### src/rtl/seg_desc_fetch.sv
module seg_desc_fetch #(
  parameter int AW = 32
) (
  input  logic          clk,
  input  logic          rst_n,
  input  logic          tbl_load,
  input  logic [AW-1:0] tbl_base_in,
  input  logic [15:0]   tbl_size_in,
  input  logic          req_valid,
  output logic          req_ready,
  input  logic [15:0]   req_sel,
  input  logic          req_long,
  output logic          mem_valid,
  output logic          mem_we,
  output logic [AW-1:0] mem_addr,
  output logic [63:0]   mem_wdata,
  input  logic          mem_ready,
  input  logic [63:0]   mem_rdata,
  input  logic          mem_err,
  output logic          done,
  output logic [2:0]    fault,
  output logic [63:0]   seg_base,
  output logic [19:0]   seg_limit,
  output logic [7:0]    seg_access,
  output logic [3:0]    seg_flags
);
  localparam logic [2:0] F_NONE = 3'd0, F_NULL = 3'd1, F_BOUNDS = 3'd2,
                         F_NP = 3'd3, F_TYPE = 3'd4, F_WFAIL = 3'd5;

  typedef enum logic [1:0] {S_IDLE, S_LO, S_HI, S_WB} st_t;
  st_t st;

  logic [AW-1:0] tb_base;
  logic [15:0]   tb_size;
  logic [12:0]   idx_q;
  logic          long_q;
  logic [63:0]   lo_q;
  logic [31:0]   hi_q;

  wire [12:0] idx_in  = req_sel[15:3];
  wire        oob_one = {1'b0, idx_in, 3'b111} > {1'b0, tb_size};
  wire        oob_two = ({1'b0, idx_q, 3'b000} + 17'd15) > {1'b0, tb_size};
  wire        fire    = mem_valid && mem_ready;

  wire [7:0] acc_rd  = mem_rdata[47:40];
  wire       sys_rd  = !acc_rd[4];
  wire [3:0] ty_rd   = acc_rd[3:0];
  wire       ty_long = (ty_rd == 4'h2) || (ty_rd == 4'h9) || (ty_rd == 4'hB);
  wire       ty_leg  = ty_long || (ty_rd == 4'h1) || (ty_rd == 4'h3);
  wire       type_ok = !sys_rd || (long_q ? ty_long : ty_leg);
  wire       pair_rd = sys_rd && long_q;
  wire       wb_rd   = !sys_rd && !acc_rd[0];

  assign req_ready = (st == S_IDLE);
  assign mem_valid = (st != S_IDLE);
  assign mem_we    = (st == S_WB);
  assign mem_wdata = lo_q;
  assign mem_addr  = tb_base + AW'({idx_q, 3'b000}) + ((st == S_HI) ? AW'(8) : AW'(0));

  assign seg_base   = {hi_q, lo_q[63:56], lo_q[39:32], lo_q[31:16]};
  assign seg_limit  = {lo_q[51:48], lo_q[15:0]};
  assign seg_access = lo_q[47:40];
  assign seg_flags  = lo_q[55:52];

  always_ff @(posedge clk) begin
    if (!rst_n) begin
      st      <= S_IDLE;
      done    <= 1'b0;
      fault   <= F_NONE;
      tb_base <= '0;
      tb_size <= '0;
      idx_q   <= '0;
      long_q  <= 1'b0;
      lo_q    <= '0;
      hi_q    <= '0;
    end else begin
      done <= 1'b0;
      if (tbl_load) begin
        tb_base <= tbl_base_in;
        tb_size <= tbl_size_in;
      end
      case (st)
        S_IDLE: if (req_valid) begin
          idx_q  <= idx_in;
          long_q <= req_long;
          hi_q   <= '0;
          if (idx_in == '0) begin
            done <= 1'b1; fault <= F_NULL;
          end else if (oob_one) begin
            done <= 1'b1; fault <= F_BOUNDS;
          end else begin
            st <= S_LO;
          end
        end
        S_LO: if (fire) begin
          lo_q <= mem_rdata | (wb_rd ? (64'h1 << 40) : 64'h0);
          if (!acc_rd[7]) begin
            done <= 1'b1; fault <= F_NP; st <= S_IDLE;
          end else if (!type_ok) begin
            done <= 1'b1; fault <= F_TYPE; st <= S_IDLE;
          end else if (pair_rd) begin
            if (oob_two) begin
              done <= 1'b1; fault <= F_BOUNDS; st <= S_IDLE;
            end else begin
              st <= S_HI;
            end
          end else if (wb_rd) begin
            st <= S_WB;
          end else begin
            done <= 1'b1; fault <= F_NONE; st <= S_IDLE;
          end
        end
        S_HI: if (fire) begin
          hi_q <= mem_rdata[31:0];
          done <= 1'b1; fault <= F_NONE; st <= S_IDLE;
        end
        S_WB: if (fire) begin
          done <= 1'b1; fault <= mem_err ? F_WFAIL : F_NONE; st <= S_IDLE;
        end
        default: st <= S_IDLE;
      endcase
    end
  end
endmodule


### config.mk
export PLATFORM = sky130hd
export DESIGN_NAME = seg_desc_fetch
export DESIGN_NICKNAME = d
export VERILOG_FILES = /design/src/rtl/seg_desc_fetch.sv
export SDC_FILE = /design/constraint.sdc
export NUM_CORES = 1
export LEC_CHECK = 0
export BUFFER_PORTS_ARGS = -buffer_cell sky130_fd_sc_hd__buf_2
export CAP_MARGIN = 20
export CORE_MARGIN = 4
export CORE_UTILIZATION = 30
export CTS_CLUSTER_DIAMETER = 40
export DETAILED_ROUTE_END_ITERATION = 8
export GPL_TIMING_DRIVEN = 0
export PLACE_DENSITY = 0.58
export REMOVE_ABC_BUFFERS = 1
export SLEW_MARGIN = 40
export SYNTH_ARGS = -nofsm -noshare
export SYNTH_HDL_FRONTEND = slang
export SYNTH_SLANG_ARGS = --single-unit
### constraint.sdc
create_clock -name clk -period 4.6 [get_ports clk]
set_input_delay 0.46 -clock clk [delete_from_list [all_inputs] [get_ports clk]]
set_output_delay 0.46 -clock clk [all_outputs]
set_load 0.03 [all_outputs]
---- After elaboration in Yosys (flattened, before gate mapping) ----
Index checks and enable logic that the tools add are counted.
storage, ports and cells
  bits of input ports ..................... 135
  output and inout bits ................... 199
  register bits after elaboration ......... 164
cells by class
  reduce and logical (&&, ||, !) cells .... 20
  magnitude comparators ................... 2
  equality and inequality tests ........... 18
  bitwise logic cells ..................... 1
  multiplexer cells ....................... 41
  add/subtract/negate cells ............... 3
operator list
  kind                   count
  $mux 32                2
  $or 64x41->64          1
  $pmux 32 s2            1
  $mux 41                1
  $mux 3                 12
  $add 32x16->32         1
  $add 32x4->32          1
  $mux 2                 10
  $add 16x4->17 const B  1
  $gt 17x16->1           1
  $gt 16x16->1           1
  $logic_not 13->1       1
  $pmux 3 s4             1
  $mux 1                 11
  $ne 2x2->1 const B     5
  $ne 5x5->1 const B     2
  $eq 4x2->1 const B     2
  $eq 4x4->1 const B     2
  $reduce_and 7->1       1
  $pmux 2 s3             1
  $logic_or 1x1->1       5
  $reduce_and 5->1       1
  $eq 2x2->1 const B     2
  $eq 4x1->1 const B     1
  12 further kinds       18

---- Logic depth before layout (Yosys ltp) ----
Gate-level depths: netlist of the first run.
  depth after elaboration ................. 11
  depth in mapped cells ................... 14
  gate-level depth less buffers ........... 13

---- Worst setup path before layout of the first run ----
OpenSTA, ideal clock, no wires.
  path type ............................... register to output
  start ................................... register st[1]
  end ..................................... output port mem_addr[22]
  path buffers ............................ 1
  arrival time ............................ 3454 ps
  required time ........................... 4140 ps
  slack ................................... 686 ps
  stages on the path, launching flop included .. 15
  path through ............................ dfxtp_1 -> inv_2 -> nor2_1 -> clkbuf_1 -> inv_1 -> fa_1 -> inv_1 -> ha_1 -> fa_1 -> a21oi_1 -> o2111ai_2 -> a311oi_2 -> o21a_4 -> nor4b_4 -> xor2_1
between the ends
  word-level cells in the longest chain between the ends .. 3
RTL lines
  element                   line  text
  start: declaration        31    st_t st;
  start signal: assignment  67    st <= S_IDLE;
  start signal: assignment  92    st <= S_LO;
  start signal: assignment  98    done <= 1'b1; fault <= F_NP; st <= S_IDLE;
  $eq 2x2->1                58    assign mem_addr = tb_base + AW'({idx_q, 3'b000}) + ((st == S_HI) ? AW'(8) : AW'(0));
  $mux 4                    58
  $add 32x4->32             58
  end: declaration          15    output logic [AW-1:0] mem_addr,
Every way passes these cells.

---- Final worst setup path of the first run ----
  start ................................... register st[0]
  end ..................................... output port mem_addr[28]
The elaborated chain is that of the path after synthesis.

==> qor.yml, run 1 <==
sta:
  relSlewSlack_pct: 51.96
  grt_setup_unrepaired: "false"
  worst_pin_slew_ns: 0.7158
  finalSetupTns_ns: 0
  min_period_ns: 4.260
  setup_viol: 0
  hold_slack_ns: 0.2670
  worst_slack_ns: 0.3401
  skew_ns: 0.01558
  finalCritPeriodShare_pct: 92.61
  hold_viol_final: 0
  max_freq_ghz: 0.2347
  finalMaxSlewViolations: 0
synth:
  syn_area_um2: 8357
  ys_types: 56
  ys_seq_area_share_pct: 39.29
  yosys_most_used_dff: "dfxtp_1"
  synth_area_leaders: "dfxtp_1, nand2_1, ha_1"
  synth_seq_cells: 164
  synth_edf_count: 0
  syn_area_per_cell_um2: 8.233
  synth_top_cell_by_area: "dfxtp_1"
  synth_most_common_cell: "nand2_1"
  yosys-top-cells-count: "nand2_1, dfxtp_1, a21oi_1"
  synthCells: 1015
  async_reset_ff_share_pct: 0
  yosys_warnings: 0
  synth_top_area_share_pct: 39.29
critical_path:
  critPathBufInv: 3
  crit_required_ns: 4.14
  slowest_stage: "dfxtp_1"
  crit_type: "reg -> out"
  reg2reg_depth: 12
  crit_path_cell_trace: "nor2_4 > inv_1 > fa_1 > inv_1 > ha_1 > fa_1 > a21oi_1 > o2111ai_2 > a311oi_2 > o21a_4 > nor3_1 > xor2_1 > buf_2"
  cp_top_family: "compound AO/OA/AOI/OAI gates"
  cp.depth: 13
  end_kind: "primary output"
  max_stage_delay_ns: 0.63
  worstSetupStartpointType: "flop"
  arrival_ns: 3.80
  crit_fanout: 11
clocking:
  cts_tree: "built"
  clk_latency_ns: 0.43
  cts_htree_levels: 4
  root_buffer: "clkbuf_16"
  cts_resized: 0
  path_clk_slew_ns: 0.08
  cts_buffer_depth: 2
  clock_sinks: 164
  cts_inserted_buffers: 17
power_and_ir_drop:
  leakagePower_nw: 5.037
  ir_worst_vdd_mv: 0.1856
  power_density_nw_per_um2: 404.8
  power_mw: 4.290
place:
  io_buffers: 330
  place_area_um2: 9962
  dp_hpwl_um: 19040
  dpl.cell_count: 1606
  gp_congestion: 0.8185
  post-place-ws_ns: 0.5982
grt:
  grt_max_degree: 94
  grt_antenna_before_repair: 2
  grt_overflow: 0
  grt_usage_pct: 16.27
  grt_pass1_wl_um: 40470
  grt_pass1_vias: 7391
detailed_routing:
  drtAntennaViolNets: 0
  drtIter0Drc: 411
  dr.pass1.iters: 5
  dr_total_vias: 7502
  vias_per_cell: 4.569
  avgRoutedWirePerCell_um: 15.48
  drcViolationCount: 0
  drt_wl_total_um: 25420
run_status:
  status: "completed"
layout:
  fin_util_pct: 39.00
  area_growth_pct: 26.83
  fin_nets: 1445
  fin_cells: 1642
  drive_gt1_share_pct: 31.13
  design_area_um2: 10600
run:
  maxCapViolations: 0
floorplanning:
  die_area_um2: 30590
  die_w_um: 174.9
  start_util_pct: 30.75
  ios: 334
  die_h_um: 174.9
  num_rows: 60
  core_area_um2: 27180
worst_hold_path:
  min_path_cells: 3
  worstHoldPathType: "in -> reg"
==> placed cells by master (no fill, tap or decap), types with 4 or more instances in the layout <==
| cell | netlist | layout |
|---|---|---|
| buf_2 | 11 | 329 |
| nand2_1 | 209 | 208 |
| dfxtp_1 | 164 | 164 |
| a21oi_1 | 126 | 125 |
| nor2_1 | 70 | 68 |
| mux2i_1 | 52 | 52 |
| ha_1 | 52 | 52 |
| nand3_1 | 50 | 49 |
| inv_1 | 27 | 27 |
| xnor2_1 | 22 | 22 |
| clkbuf_16 | 0 | 17 |
| o21ai_0 | 13 | 13 |
| xor2_1 | 12 | 12 |
| nor3_1 | 12 | 12 |
| nand4_1 | 11 | 11 |
| inv_8 | 0 | 7 |
| a211oi_1 | 6 | 6 |
| nor3b_1 | 5 | 5 |
| o21bai_1 | 5 | 5 |
| a21o_1 | 4 | 4 |
| nor4_1 | 4 | 4 |
| clkinv_4 | 0 | 4 |
==> flip-flops by register name (all words and copies together) (netlist names) <==
signal     count
fault          3
st             2
tb_size       16
idx_q         13
long_q         1
done           1
mem_wdata     64
tb_base       32
hi_q          32
==> worst reg2reg max path, delay by kind of cell, from the launching register on <==
family          cells  cell delay, ns
compound gates      3            1.23
simple gates        5            0.87
fa+ha+maj           2            0.51
flops               1            0.45
mux                 1            0.24
xor+xnor            1            0.21
==> where the power goes <==
group / internal [mW] / switching [mW]
Clock: 0.786 / 0.702
Sequential: 1.53 / 0.0924
Combinational: 0.382 / 0.802
Total: 2.69 / 1.60
==> layer usage <==
metal / track usage, % / wire, um
met4: 3.993 / 410
met5: 0 / 13
met1: 21.48 / 11670
met2: 26.69 / 11970
met3: 4.262 / 1354
==> cells by family after synthesis <==
logic type	after synthesis	synth area share, %
and+or+nand+nor	384	20.27
AOI/OAI and AO/OA	180	12.61
xor gates and xnor gates	34	3.563
buffers and inverters	147	9.777
DFF	164	39.29
muxes	52	6.228
adders and majority gates	54	8.265
==> repair_timing <==
| action | CTS | global route |
|---|---|---|
| endpoints found under the setup margin | 0 | 13 |
| buffers inserted | 0 | 2 |
| hold buffers | 0 | 0 |
==> worst paths after layout <==
kind,from,end,slack (ns)
max reg2reg,idx_q[0],fault[2],1.02
max,st[0],mem_addr[28],0.34
min,mem_rdata[63],mem_wdata[63],0.27
min reg2reg,hi_q[29],hi_q[29],0.45
==> cell type report <==
type	count	area, um2
multi-input combinational	704	4298
sequential	164	3283
timing repair buffer	340	1826
fill	2869	16580
antenna	1	2.502
tap	372	465.4
inverter	29	116.4
clock inverter	15	182.7
clock buffer	17	425.4
Power figures use the tool's default switching activity.
==> run 2: changes to the inputs <==
--- a/config.mk
+++ b/config.mk
@@ -7,7 +7,7 @@
 export LEC_CHECK = 0
 export BUFFER_PORTS_ARGS = -buffer_cell sky130_fd_sc_hd__buf_2
 export CAP_MARGIN = 20
-export CORE_MARGIN = 4
+export CORE_MARGIN = 2
 export CORE_UTILIZATION = 30
 export CTS_CLUSTER_DIAMETER = 40
 export DETAILED_ROUTE_END_ITERATION = 8
==> run 2 against run 1 <==
Against the previous run: worst setup slack got worse by 0.15 ns; non-clock buffer count decreased by 1; wire length decreased by 2.1%; largest cell class unchanged; critical path type unchanged; die area decreased by 4.5%; register-to-register slack improved by 0.05 ns; clock skew increased by 0.0066 ns; worst hold slack got worse by 0.012 ns; critical endpoint is now mem_addr[18]; fmax decreased by 3.4%; sequential share of layout area decreased by 0.10 points; global-route usage increased by 0.27 points.
==> qor.yml, run 2 (same netlist as run 1, synthesis figures left out) <==
layout:
  fin_cells: 1648
  fin_nets: 1444
  drive_gt1_share_pct: 31.47
  final_cell_mix: "buf_2, nand2_1, dfxtp_1"
  layout_commonest_cell: "buf_2"
  largest_reg_flops: 64
  fin_util_pct: 38.52
  area_growth_pct: 27.35
floorplanning:
  die_area_um2: 29210
  num_rows: 61
  die_w_um: 170.9
  start_util_pct: 30.25
  die_h_um: 170.9
  ios: 334
  core_area_um2: 27630
sta:
  max_freq_ghz: 0.2267
  finalCritPeriodShare_pct: 95.90
  worst_slack_ns: 0.1887
  grt_setup_unrepaired: "false"
  min_period_ns: 4.411
  worst_pin_slew_ns: 0.7634
  setup_viol: 0
  hold_viol_final: 0
  finalMaxSlewViolations: 0
  skew_ns: 0.02217
  relSlewSlack_pct: 49.11
worst_hold_path:
  worstHoldPathType: "in -> reg"
  hold_path_startpoint: "tbl_size_in[7]"
clocking:
  clock_sinks: 164
  cts_htree_levels: 4
  clk_latency_ns: 0.44
  root_buffer: "clkbuf_16"
  cts_inserted_buffers: 17
  cts_tree: "built"
  path_clk_slew_ns: 0.08
  hold_buffers: 0
  cts_buffer_depth: 2
detailed_routing:
  dr_total_vias: 7625
  drtAntennaViolNets: 0
  dr.pass1.iters: 5
  drt_wl_total_um: 24900
  drcViolationCount: 0
  vias_per_cell: 4.627
  avgRoutedWirePerCell_um: 15.11
  drtIter0Drc: 330
grt:
  grt_overflow: 0
  grt_antenna_before_repair: 3
  grt_usage_pct: 16.54
  grt_max_degree: 93
  grt_pass1_wl_um: 38140
  grt_pass1_vias: 7040
critical_path:
  startpoint: "st[1]"
  crit_fanout: 22
  end_kind: "primary output"
  crit_required_ns: 4.14
  r2r_start: "idx_q[0]"
  slowest_stage: "dfxtp_2"
  max_stage_delay_ns: 0.40
  crit_path_cell_trace: "inv_2 > nor2_4 > buf_16 > buf_8 > inv_1 > fa_1 > inv_1 > ha_1 > fa_1 > a21oi_1 > o2111ai_2 > a311oi_4 > o21a_4 > nor3b_1 > xor2_1 > buf_2"
  crit_type: "reg -> out"
  arrival_ns: 3.95
  worstSetupStartpointType: "flop"
place:
  dp_hpwl_um: 18450
  io_buffers: 330
  post-place-ws_ns: 0.3989
  gp_congestion: 0.7858
  dpl.cell_count: 1612
power_and_ir_drop:
  ir_worst_vdd_mv: 0.2189
  leakagePower_nw: 5.040
  power_density_nw_per_um2: 404.2
run:
  maxCapViolations: 0
run_status:
  status: "completed"
## run 2: final timing paths
kind,cells after the start,to,slack (ns)
hold reg to reg,2,hi_q[30],0.45
setup reg to reg,12,fault[1],1.07
setup / recovery,16,mem_addr[18],0.19
hold / removal,3,tb_size[7],0.26
## run 2: report_power, final
part	internal, mW	leakage (nW)	switching [mW]	total, mW
sequential	1.53	1.34	0.0949	1.62
clock	0.783	0.297	0.712	1.50
combinational	0.383	3.40	0.801	1.18
## run 2: routing by layer
metal	up-vias	share of wire (%)	GRT usage, %
met5	-	0.028	0
met4	2	1.3	4.790
met3	21	4.6	3.493
met2	182	47	26.46
met1	3563	47	22.45
li1	3857	-	-
## run 2: stage by stage
| stage | area (um2) | hold WS (ns) | power (mW) | setup TNS, ns |
|---|---|---|---|---|
| final | 10640 | 0.2550 | 4.302 | 0 |
| after global routing | 10640 | 0.2429 | 4.542 | 0 |
| after CTS | 10590 | 0.2403 | 4.365 | 0 |
| after detailed placement | 9982 | 0.4407 | 2.845 | 0 |
| after global placement | 9773 | 0.4350 | 2.776 | -38.13 |
| after floorplan | 7649 | 0.4503 | 2.377 | 0 |
## run 2: cell type report
class	instances	area (um2)
clock inverters	15	182.7
inverters	29	116.4
repair buffers	339	1832
multi-input cells	704	4323
fillers	2915	16990
clock buffers	17	425.4
flip-flops and latches	164	3286
well taps	378	473.0
diodes	2	5.005
## run 2: timing repair
item / CTS / global route
setup buffers: 0 / 2
resized for setup: 2 / 6
pin swaps: 0 / 2
endpoints found under the setup margin: 7 / 14
## run 2: worst max-delay path, delay by kind of cell, from the launching register on
family | cells | cell delay (ns)
AO/OA/AOI/OAI | 4 | 0.86
buffers and inverters | 6 | 0.81
adder cells (fa/ha/maj) | 3 | 0.80
AND/OR/NAND/NOR | 2 | 0.46
flip-flops | 1 | 0.40
XOR/XNOR | 1 | 0.16
